==> config.mk <==
export PLATFORM = sky130hd
export DESIGN_NAME = impedance_det_seq
export DESIGN_NICKNAME = d
export VERILOG_FILES = /design/src/rtl/det_pkg.sv /design/src/rtl/det_timebase.sv /design/src/rtl/det_seq.sv /design/src/rtl/det_capture.sv /design/src/rtl/impedance_det_seq.sv
export SDC_FILE = /design/constraint.sdc
export NUM_CORES = 1
export LEC_CHECK = 0
export ABC_AREA = 1
export BUFFER_PORTS_ARGS = -buffer_cell sky130_fd_sc_hd__buf_2
export CAP_MARGIN = 10
export CORE_ASPECT_RATIO = 1.1
export CORE_MARGIN = 2
export CORE_UTILIZATION = 55
export DETAILED_ROUTE_END_ITERATION = 10
export PLACE_DENSITY = 0.89
export SYNTH_ARGS = -nofsm -noshare
export SYNTH_HDL_FRONTEND = slang
export SYNTH_SLANG_ARGS = --single-unit
==> constraint.sdc <==
create_clock -name clk -period 3.8 [get_ports clk]
set_clock_uncertainty 0.15 [all_clocks]
set_input_delay 0.76 -clock clk [delete_from_list [all_inputs] [get_ports clk]]
set_output_delay 0.76 -clock clk [all_outputs]
set_load 0.01 [all_outputs]
==> src/rtl/det_pkg.sv <==
// Shared types and code tables for the impedance detection sequencer.
// Assumes timing values are expressed in 1 us ticks and fit in 32 bits.
package det_pkg;

    typedef enum logic [2:0] {
        DS_IDLE,
        DS_WAKE,
        DS_PULSE,
        DS_GAP,
        DS_DONE
    } det_state_e;

    localparam logic [3:0] CODE_STEADY  = 4'hF;
    localparam logic [3:0] CODE_ONESHOT = 4'h0;

    // Source-on width in ticks for a width code (code 15 is handled as always-on).
    function automatic logic [31:0] pulse_ticks(input logic [3:0] code);
        case (code)
            4'd0:    pulse_ticks = 32'd200;
            4'd1:    pulse_ticks = 32'd400;
            4'd2:    pulse_ticks = 32'd1000;
            4'd3:    pulse_ticks = 32'd2000;
            4'd4:    pulse_ticks = 32'd4000;
            4'd5:    pulse_ticks = 32'd10000;
            4'd6:    pulse_ticks = 32'd20000;
            4'd7:    pulse_ticks = 32'd40000;
            4'd8:    pulse_ticks = 32'd100000;
            4'd9:    pulse_ticks = 32'd200000;
            4'd10:   pulse_ticks = 32'd400000;
            4'd11:   pulse_ticks = 32'd1000000;
            4'd12:   pulse_ticks = 32'd2000000;
            4'd13:   pulse_ticks = 32'd4000000;
            4'd14:   pulse_ticks = 32'd10000000;
            default: pulse_ticks = 32'hFFFF_FFFF;
        endcase
    endfunction

    // Start-to-start spacing in ticks for a period code (code 0 is single-shot).
    function automatic logic [31:0] period_ticks(input logic [3:0] code);
        case (code)
            4'd1:    period_ticks = 32'd10000;
            4'd2:    period_ticks = 32'd20000;
            4'd3:    period_ticks = 32'd50000;
            4'd4:    period_ticks = 32'd100000;
            4'd5:    period_ticks = 32'd200000;
            4'd6:    period_ticks = 32'd500000;
            4'd7:    period_ticks = 32'd1000000;
            4'd8:    period_ticks = 32'd2000000;
            4'd9:    period_ticks = 32'd3000000;
            4'd10:   period_ticks = 32'd6000000;
            4'd11:   period_ticks = 32'd12000000;
            4'd12:   period_ticks = 32'd30000000;
            4'd13:   period_ticks = 32'd60000000;
            4'd14:   period_ticks = 32'd120000000;
            4'd15:   period_ticks = 32'd300000000;
            default: period_ticks = 32'd1;
        endcase
    endfunction

endpackage

==> src/rtl/det_timebase.sv <==
// Tick counter shared by the wake, pulse and gap phases.
// Assumes clear has priority and the count only moves on a tick.
module det_timebase #(
    parameter int CNT_W = 32
) (
    input  logic             clk,
    input  logic             rst_n,
    input  logic             clear,
    input  logic             tick,
    output logic [CNT_W-1:0] cnt
);

    // Count elapsed ticks since the last clear.
    always_ff @(posedge clk) begin
        if (!rst_n)      cnt <= '0;
        else if (clear)  cnt <= '0;
        else if (tick)   cnt <= cnt + 1'b1;
    end

    assert_hold_without_tick_R12: assert property (@(posedge clk) disable iff (!rst_n)
        (!clear && !tick) |=> $stable(cnt))
        else $error("count moved without a tick");

endmodule

==> src/rtl/det_seq.sv <==
// Phase sequencer: wake delay, pulse, gap, single-shot done.
// Assumes run_ok already combines request, enable pin and undervoltage state.
module det_seq
    import det_pkg::*;
#(
    parameter int CNT_W   = 32,
    parameter int WAKE_US = 1500
) (
    input  logic             clk,
    input  logic             rst_n,
    input  logic             run_ok,
    input  logic             tick,
    input  logic [CNT_W-1:0] cnt,
    input  logic [3:0]       width_code,
    input  logic [3:0]       period_code,
    input  logic             adc_valid,
    output logic             cnt_clear,
    output logic             start_now,
    output logic             expire_now,
    output logic             live_take,
    output logic             src_on,
    output logic             start_pulse
);

    localparam logic [CNT_W-1:0] WAKE_LIM = CNT_W'(WAKE_US - 1);

    det_state_e       st, nxt;
    logic [CNT_W-1:0] width_lim, period_lim;
    logic             steady;

    // Decode the limits for the current codes.
    always_comb begin
        width_lim  = CNT_W'(pulse_ticks(width_code) - 32'd1);
        period_lim = CNT_W'(period_ticks(period_code) - 32'd1);
        steady     = (width_code == CODE_STEADY);
    end

    // Next-phase decision, with start and expiry events.
    always_comb begin
        nxt        = st;
        start_now  = 1'b0;
        expire_now = 1'b0;
        if (!run_ok) begin
            nxt = DS_IDLE;
        end else begin
            case (st)
                DS_IDLE:  nxt = DS_WAKE;
                DS_WAKE:  if (tick && cnt == WAKE_LIM) begin
                              start_now = 1'b1;
                              nxt       = DS_PULSE;
                          end
                DS_PULSE: if (!steady && tick && cnt >= width_lim) begin
                              expire_now = 1'b1;
                              nxt = (period_code == CODE_ONESHOT) ? DS_DONE : DS_GAP;
                          end
                DS_GAP:   if (tick && cnt >= period_lim) begin
                              start_now = 1'b1;
                              nxt       = DS_PULSE;
                          end
                default:  nxt = DS_DONE;
            endcase
        end
        cnt_clear = !run_ok || (st == DS_IDLE) || (st == DS_DONE) || start_now;
        live_take = run_ok && (st == DS_PULSE) && steady && adc_valid;
    end

    // Phase register and registered source and start outputs.
    always_ff @(posedge clk) begin
        if (!rst_n) begin
            st          <= DS_IDLE;
            src_on      <= 1'b0;
            start_pulse <= 1'b0;
        end else begin
            st          <= nxt;
            src_on      <= (nxt == DS_PULSE);
            start_pulse <= start_now;
        end
    end

    assert_abort_off_R9: assert property (@(posedge clk) disable iff (!rst_n)
        !run_ok |=> !src_on)
        else $error("source on after abort");

    assert_start_single_R8: assert property (@(posedge clk) disable iff (!rst_n)
        start_pulse |=> !start_pulse)
        else $error("start pulse longer than one cycle");

    assert_start_with_src_R8: assert property (@(posedge clk) disable iff (!rst_n)
        start_pulse |-> src_on)
        else $error("start pulse without source");

endmodule

==> src/rtl/det_capture.sv <==
// Result latch with timeout status and below-tag judgement.
// Assumes start, expiry and live-capture events never coincide.
module det_capture #(
    parameter int DATA_W = 8
) (
    input  logic              clk,
    input  logic              rst_n,
    input  logic              start_now,
    input  logic              expire_now,
    input  logic              live_take,
    input  logic [DATA_W-1:0] sample,
    input  logic [DATA_W-1:0] tag,
    output logic [DATA_W-1:0] result,
    output logic              timer_out,
    output logic              below_tag
);

    // Load the sample and its tag comparison on any capture event.
    always_ff @(posedge clk) begin
        if (!rst_n) begin
            result    <= '0;
            below_tag <= 1'b0;
        end else if (expire_now || live_take) begin
            result    <= sample;
            below_tag <= (sample < tag);
        end
    end

    // Timeout status: cleared at pulse start, set at pulse expiry.
    always_ff @(posedge clk) begin
        if (!rst_n)          timer_out <= 1'b0;
        else if (start_now)  timer_out <= 1'b0;
        else if (expire_now) timer_out <= 1'b1;
    end

    assert_tag_compare_R7: assert property (@(posedge clk) disable iff (!rst_n)
        !$stable(result) |-> (below_tag == (result < $past(tag))))
        else $error("tag flag disagrees with result");

endmodule

==> src/rtl/impedance_det_seq.sv <==
// Top of the pulsed impedance detection sequencer.
// Assumes tick_us is a single-cycle strobe and inputs are synchronous to clk.
module impedance_det_seq
    import det_pkg::*;
#(
    parameter int CNT_W   = 32,
    parameter int DATA_W  = 8,
    parameter int WAKE_US = 1500
) (
    input  logic              clk,
    input  logic              rst_n,
    input  logic              tick_us,
    input  logic              det_en,
    input  logic              en_n,
    input  logic              vin_present,
    input  logic [3:0]        width_code,
    input  logic [3:0]        period_code,
    input  logic [DATA_W-1:0] tag,
    input  logic [DATA_W-1:0] adc_data,
    input  logic              adc_valid,
    output logic              src_on,
    output logic [DATA_W-1:0] result,
    output logic              timer_out,
    output logic              below_tag,
    output logic              timer_start
);

    logic             run_ok;
    logic             cnt_clear, start_now, expire_now, live_take;
    logic [CNT_W-1:0] cnt;

    // Detection is allowed only when requested, enabled and unpowered.
    assign run_ok = det_en && !en_n && !vin_present;

    det_timebase #(.CNT_W(CNT_W)) u_time (
        .clk   (clk),
        .rst_n (rst_n),
        .clear (cnt_clear),
        .tick  (tick_us),
        .cnt   (cnt)
    );

    det_seq #(.CNT_W(CNT_W), .WAKE_US(WAKE_US)) u_seq (
        .clk         (clk),
        .rst_n       (rst_n),
        .run_ok      (run_ok),
        .tick        (tick_us),
        .cnt         (cnt),
        .width_code  (width_code),
        .period_code (period_code),
        .adc_valid   (adc_valid),
        .cnt_clear   (cnt_clear),
        .start_now   (start_now),
        .expire_now  (expire_now),
        .live_take   (live_take),
        .src_on      (src_on),
        .start_pulse (timer_start)
    );

    det_capture #(.DATA_W(DATA_W)) u_cap (
        .clk        (clk),
        .rst_n      (rst_n),
        .start_now  (start_now),
        .expire_now (expire_now),
        .live_take  (live_take),
        .sample     (adc_data),
        .tag        (tag),
        .result     (result),
        .timer_out  (timer_out),
        .below_tag  (below_tag)
    );

    assert_steady_no_timeout_R4: assert property (@(posedge clk) disable iff (!rst_n)
        $rose(timer_out) |-> ($past(width_code) != CODE_STEADY))
        else $error("timeout set in always-on mode");

    assert_request_off_R10: assert property (@(posedge clk) disable iff (!rst_n)
        !det_en |=> !src_on)
        else $error("source on without request");

endmodule

==> results_dict.tcl <==
set metrics [dict create \
    cts_tree "done" \
    period_minus_slack_ns 4.11 \
    r2r_slack_ns 1.17 \
    ir_drop_uv 282 \
    hpwl_mm 12.0 \
    grt_pass1_wl_mm 25.5 \
    synth_enable_flop_cells 0 \
    power_frac_comb 0.381 \
    p_leak_nw 3.45 \
    dieArea_um2 10500 \
    grt_start_max_net_pins 18 \
    place_worst_setup_slack_ns -0.436 \
    tightest_slew_ns 0.642 \
    rr_endpoint "u_time.cnt[30]$_SDFFE_PP0P_" \
    die_h_um 107 \
    cts_max_level 2 \
    yosys.area.top_type "ha_1" \
    path_clk_slew_ns 0.10 \
    ys_seq_area_frac 0.176 \
    r2r_start "u_time.cnt[7]$_SDFFE_PP0P_" \
    clock_sinks 47 \
    syn_to_final_growth_pct 38.4 \
    grt_usage 0.290 \
    critPathLaunchType "input port" \
    max_freq_mhz 244 \
    max_stage_delay_ns 0.28 \
    cpMaxStageDelayCell "ha_1" \
    stdcell_area_um2 7400 \
    syn_area_um2 5350 \
    syn_nets 925 \
    endpoint_kind "flop" \
    internal_power_uw 848 \
    drcViolationCount 0 \
    num_io_pins 43 \
    core_area_um2 9400 \
    ys_ff_latch 47 \
    min_path_type "flop to flop" \
    holdPathEnd "u_cap.timer_out$_SDFFE_PP0P_" \
    ant_nets 0 \
    violations "setup timing" \
    cellPowerDensity_nw_per_um2 180 \
    seq_power_share 0.370 \
    drv_slew 0 \
    hold_viol_final 0 \
    synth_top_area_share 0.199 \
    cp_max_fo 7 \
    drt_iter0_markers 802 \
    synth_cells 809 \
    required_ns 3.91 \
    max-cap-violations 0 \
    ys_async_sr_fraction 0 \
    relSlewSlack 0.568 \
    cts_buffer_depth 2 \
    yosys_warnings 0 \
    synth_top_flop_cell "dfxtp_1" \
    place.gp.congestion 0.961 \
    die_w_um 98.0 \
    portBuffers 42 \
    placed_area_um2 6500 \
    post-route-period-util 1.08 \
    swShare 0.364 \
    worst-setup-path-type "input port to flop" \
    nFillCells 484 \
    clock_latency_ns 0.33 \
    outcome "complete, but fails checks" \
    worstHoldStart "u_cap.timer_out$_SDFFE_PP0P_" \
    grt_pass1_vias 5853 \
    vias 6720 \
    grt_antenna_before_repair 0 \
    row_count 37 \
    routed_wl_mm 21.3 \
    overflow 0 \
    nNetsFinal 1083 \
    numCtsBuffers 5 \
    cts-hold-fix-buffers 0 \
    holdPathStages 2 \
    rsz0062_at_grt "true" \
    diodes 0 \
    synth_area_leaders "ha_1 20%, dfxtp_1 18%, nand2_1 12%" \
    avgRoutedWirePerCell_um 19.6 \
    first_pass_iters 7 \
    crit_arrival_ns 4.21 \
    avgSynthCellArea_um2 6.61 \
    viasPerCell 6.19 \
    p_clk_frac 0.249 \
    path_common_cell "nand2_1" \
    timing.final.ws_setup_ns -0.305 \
    finalSetupViolCount 45 \
    drive_gt1_frac 0.342 \
    worst-r2r-cell-count 12 \
    root_buffer "clkbuf_8" \
    netSwitchingPower_uw 485 \
    start_util 0.569 \
    yosys.cell_types.count 49 \
]
[worst max path at each step]
| stage | from | end | depth (start not counted) |
|---|---|---|---|
| after floorplan | period_code[0] | u_time.cnt[12]$_SDFFE_PP0P_ | 23 |
| after global placement | period_code[0] | u_time.cnt[27]$_SDFFE_PP0P_ | 24 |
| after detailed placement | period_code[0] | u_time.cnt[9]$_SDFFE_PP0P_ | 24 |
| after CTS | period_code[1] | u_time.cnt[26]$_SDFFE_PP0P_ | 29 |
| after global routing | period_code[0] | u_time.cnt[7]$_SDFFE_PP0P_ | 28 |
| final | period_code[0] | u_time.cnt[7]$_SDFFE_PP0P_ | 28 |
[power by group through the flow]
| stage | sequential (mW) | combinational [mW] | clock, mW |
|---|---|---|---|
| floorplan | 0.504 | 0.227 | 0 |
| global placement | 0.504 | 0.383 | 0 |
| detailed placement | 0.504 | 0.397 | 0 |
| CTS | 0.493 | 0.409 | 0.311 |
| global route | 0.493 | 0.543 | 0.347 |
| finish | 0.493 | 0.508 | 0.332 |
[metrics by stage]
stage	instances	setup TNS [ns]	hold WS [ns]	power, mW	utilization
2_1_floorplan	809	-0.0533	0.315	0.731	-
3_3_place_gp	1055	-11.59	0.280	0.888	0.691
3_5_place_dp	1055	-16.18	0.295	0.901	0.691
4_1_cts	1071	-0.0388	0.310	1.21	0.717
5_1_grt	1085	-15.98	0.344	1.38	0.787
6_report	1085	-8.52	0.316	1.33	0.787
[Yosys cell counts, types with 3 or more instances]
cell type,number
nand2_1,165
dfxtp_1,47
nor3b_1,3
nand2_2,5
o31ai_1,4
buf_2,6
a21oi_1,49
o21ai_0,18
nor3_2,4
inv_2,10
nor2_2,7
xnor2_1,16
inv_1,109
o21bai_1,4
nor4_1,4
nand3_2,3
o21ai_2,4
nor2_4,4
ha_1,85
clkbuf_1,5
a211oi_1,3
o21ai_1,3
nand4_1,12
nor2_1,113
nor3_1,19
nand3_1,46
xor2_1,31
[sequential cells by signal, indices dropped and copies added, names as in the netlist]
name	cells
u_cap.below_tag	1
u_cap.result	8
u_cap.timer_out	1
u_seq.src_on	1
u_seq.st	3
u_seq.start_pulse	1
u_time.cnt	32
[routing by layer]
| metal | share of wire | vias up | GRT usage | wire length [um] |
|---|---|---|---|---|
| met3 | 0.094 | 220 | 0.0390 | 2000 |
| met4 | 0.086 | 0 | 0.144 | 1840 |
| met2 | 0.47 | 540 | 0.530 | 9960 |
| li1 | - | 2955 | - | - |
| met5 | 0 | - | 0 | 0 |
| met1 | 0.35 | 3005 | 0.331 | 7510 |
[cell type report]
type,instances,area [um^2],share of cell area
sequential,47,941,0.127
timing repair inverter,1,7.51,0.00101
clock buffer,6,72.6,0.00981
clock inverter,2,17.5,0.00237
multi-input combinational,626,4450,0.601
tap,117,146,0.0198
inverter,122,479,0.0648
timing repair buffer,164,1290,0.174
[cells in the final DEF (no fill, tap or decap), types with 12 or more instances in the layout]
| cell type | synthesis | layout |
|---|---|---|
| ha_1 | 85 | 70 |
| nor2_4 | 4 | 26 |
| nor2_1 | 113 | 75 |
| xor2_1 | 31 | 30 |
| xnor2_1 | 16 | 15 |
| nand3_1 | 46 | 38 |
| nand2_1 | 165 | 144 |
| a21oi_1 | 49 | 40 |
| nand4_1 | 12 | 12 |
| inv_1 | 109 | 101 |
| nor3_1 | 19 | 19 |
| inv_2 | 10 | 14 |
| dfxtp_1 | 47 | 47 |
| o21ai_0 | 18 | 16 |
| buf_2 | 6 | 38 |
| nand2_2 | 5 | 22 |
| buf_4 | 1 | 107 |
| nor2_2 | 7 | 23 |
[critical path, delay by kind of cell]
| kind | cells | cell delay [ns] |
|---|---|---|
| compound gates | 3 | 0.45 |
| fa+ha+maj | 2 | 0.42 |
| buf+inv | 6 | 0.71 |
| simple gates | 17 | 1.87 |
[kinds of logic after synthesis]
group / after synthesis / share of synthesized area
AOI/OAI and AO/OA: 98 / 0.110
muxes: 1 / 0.00187
buffers and inverters: 136 / 0.101
xor gates and xnor gates: 47 / 0.0770
and+or+nand+nor: 395 / 0.335
DFF: 47 / 0.176
adders and majority gates: 85 / 0.199
[timing repair]
item                                   in CTS  in global routing
setup endpoints to repair                  33                 47
pin swaps                                   9                 37
buffers inserted                            6                 11
gates resized for setup                    18                142
gates cloned                                2                  3
endpoints found under the hold margin       0                  0
(Power assumes the default switching activity.)
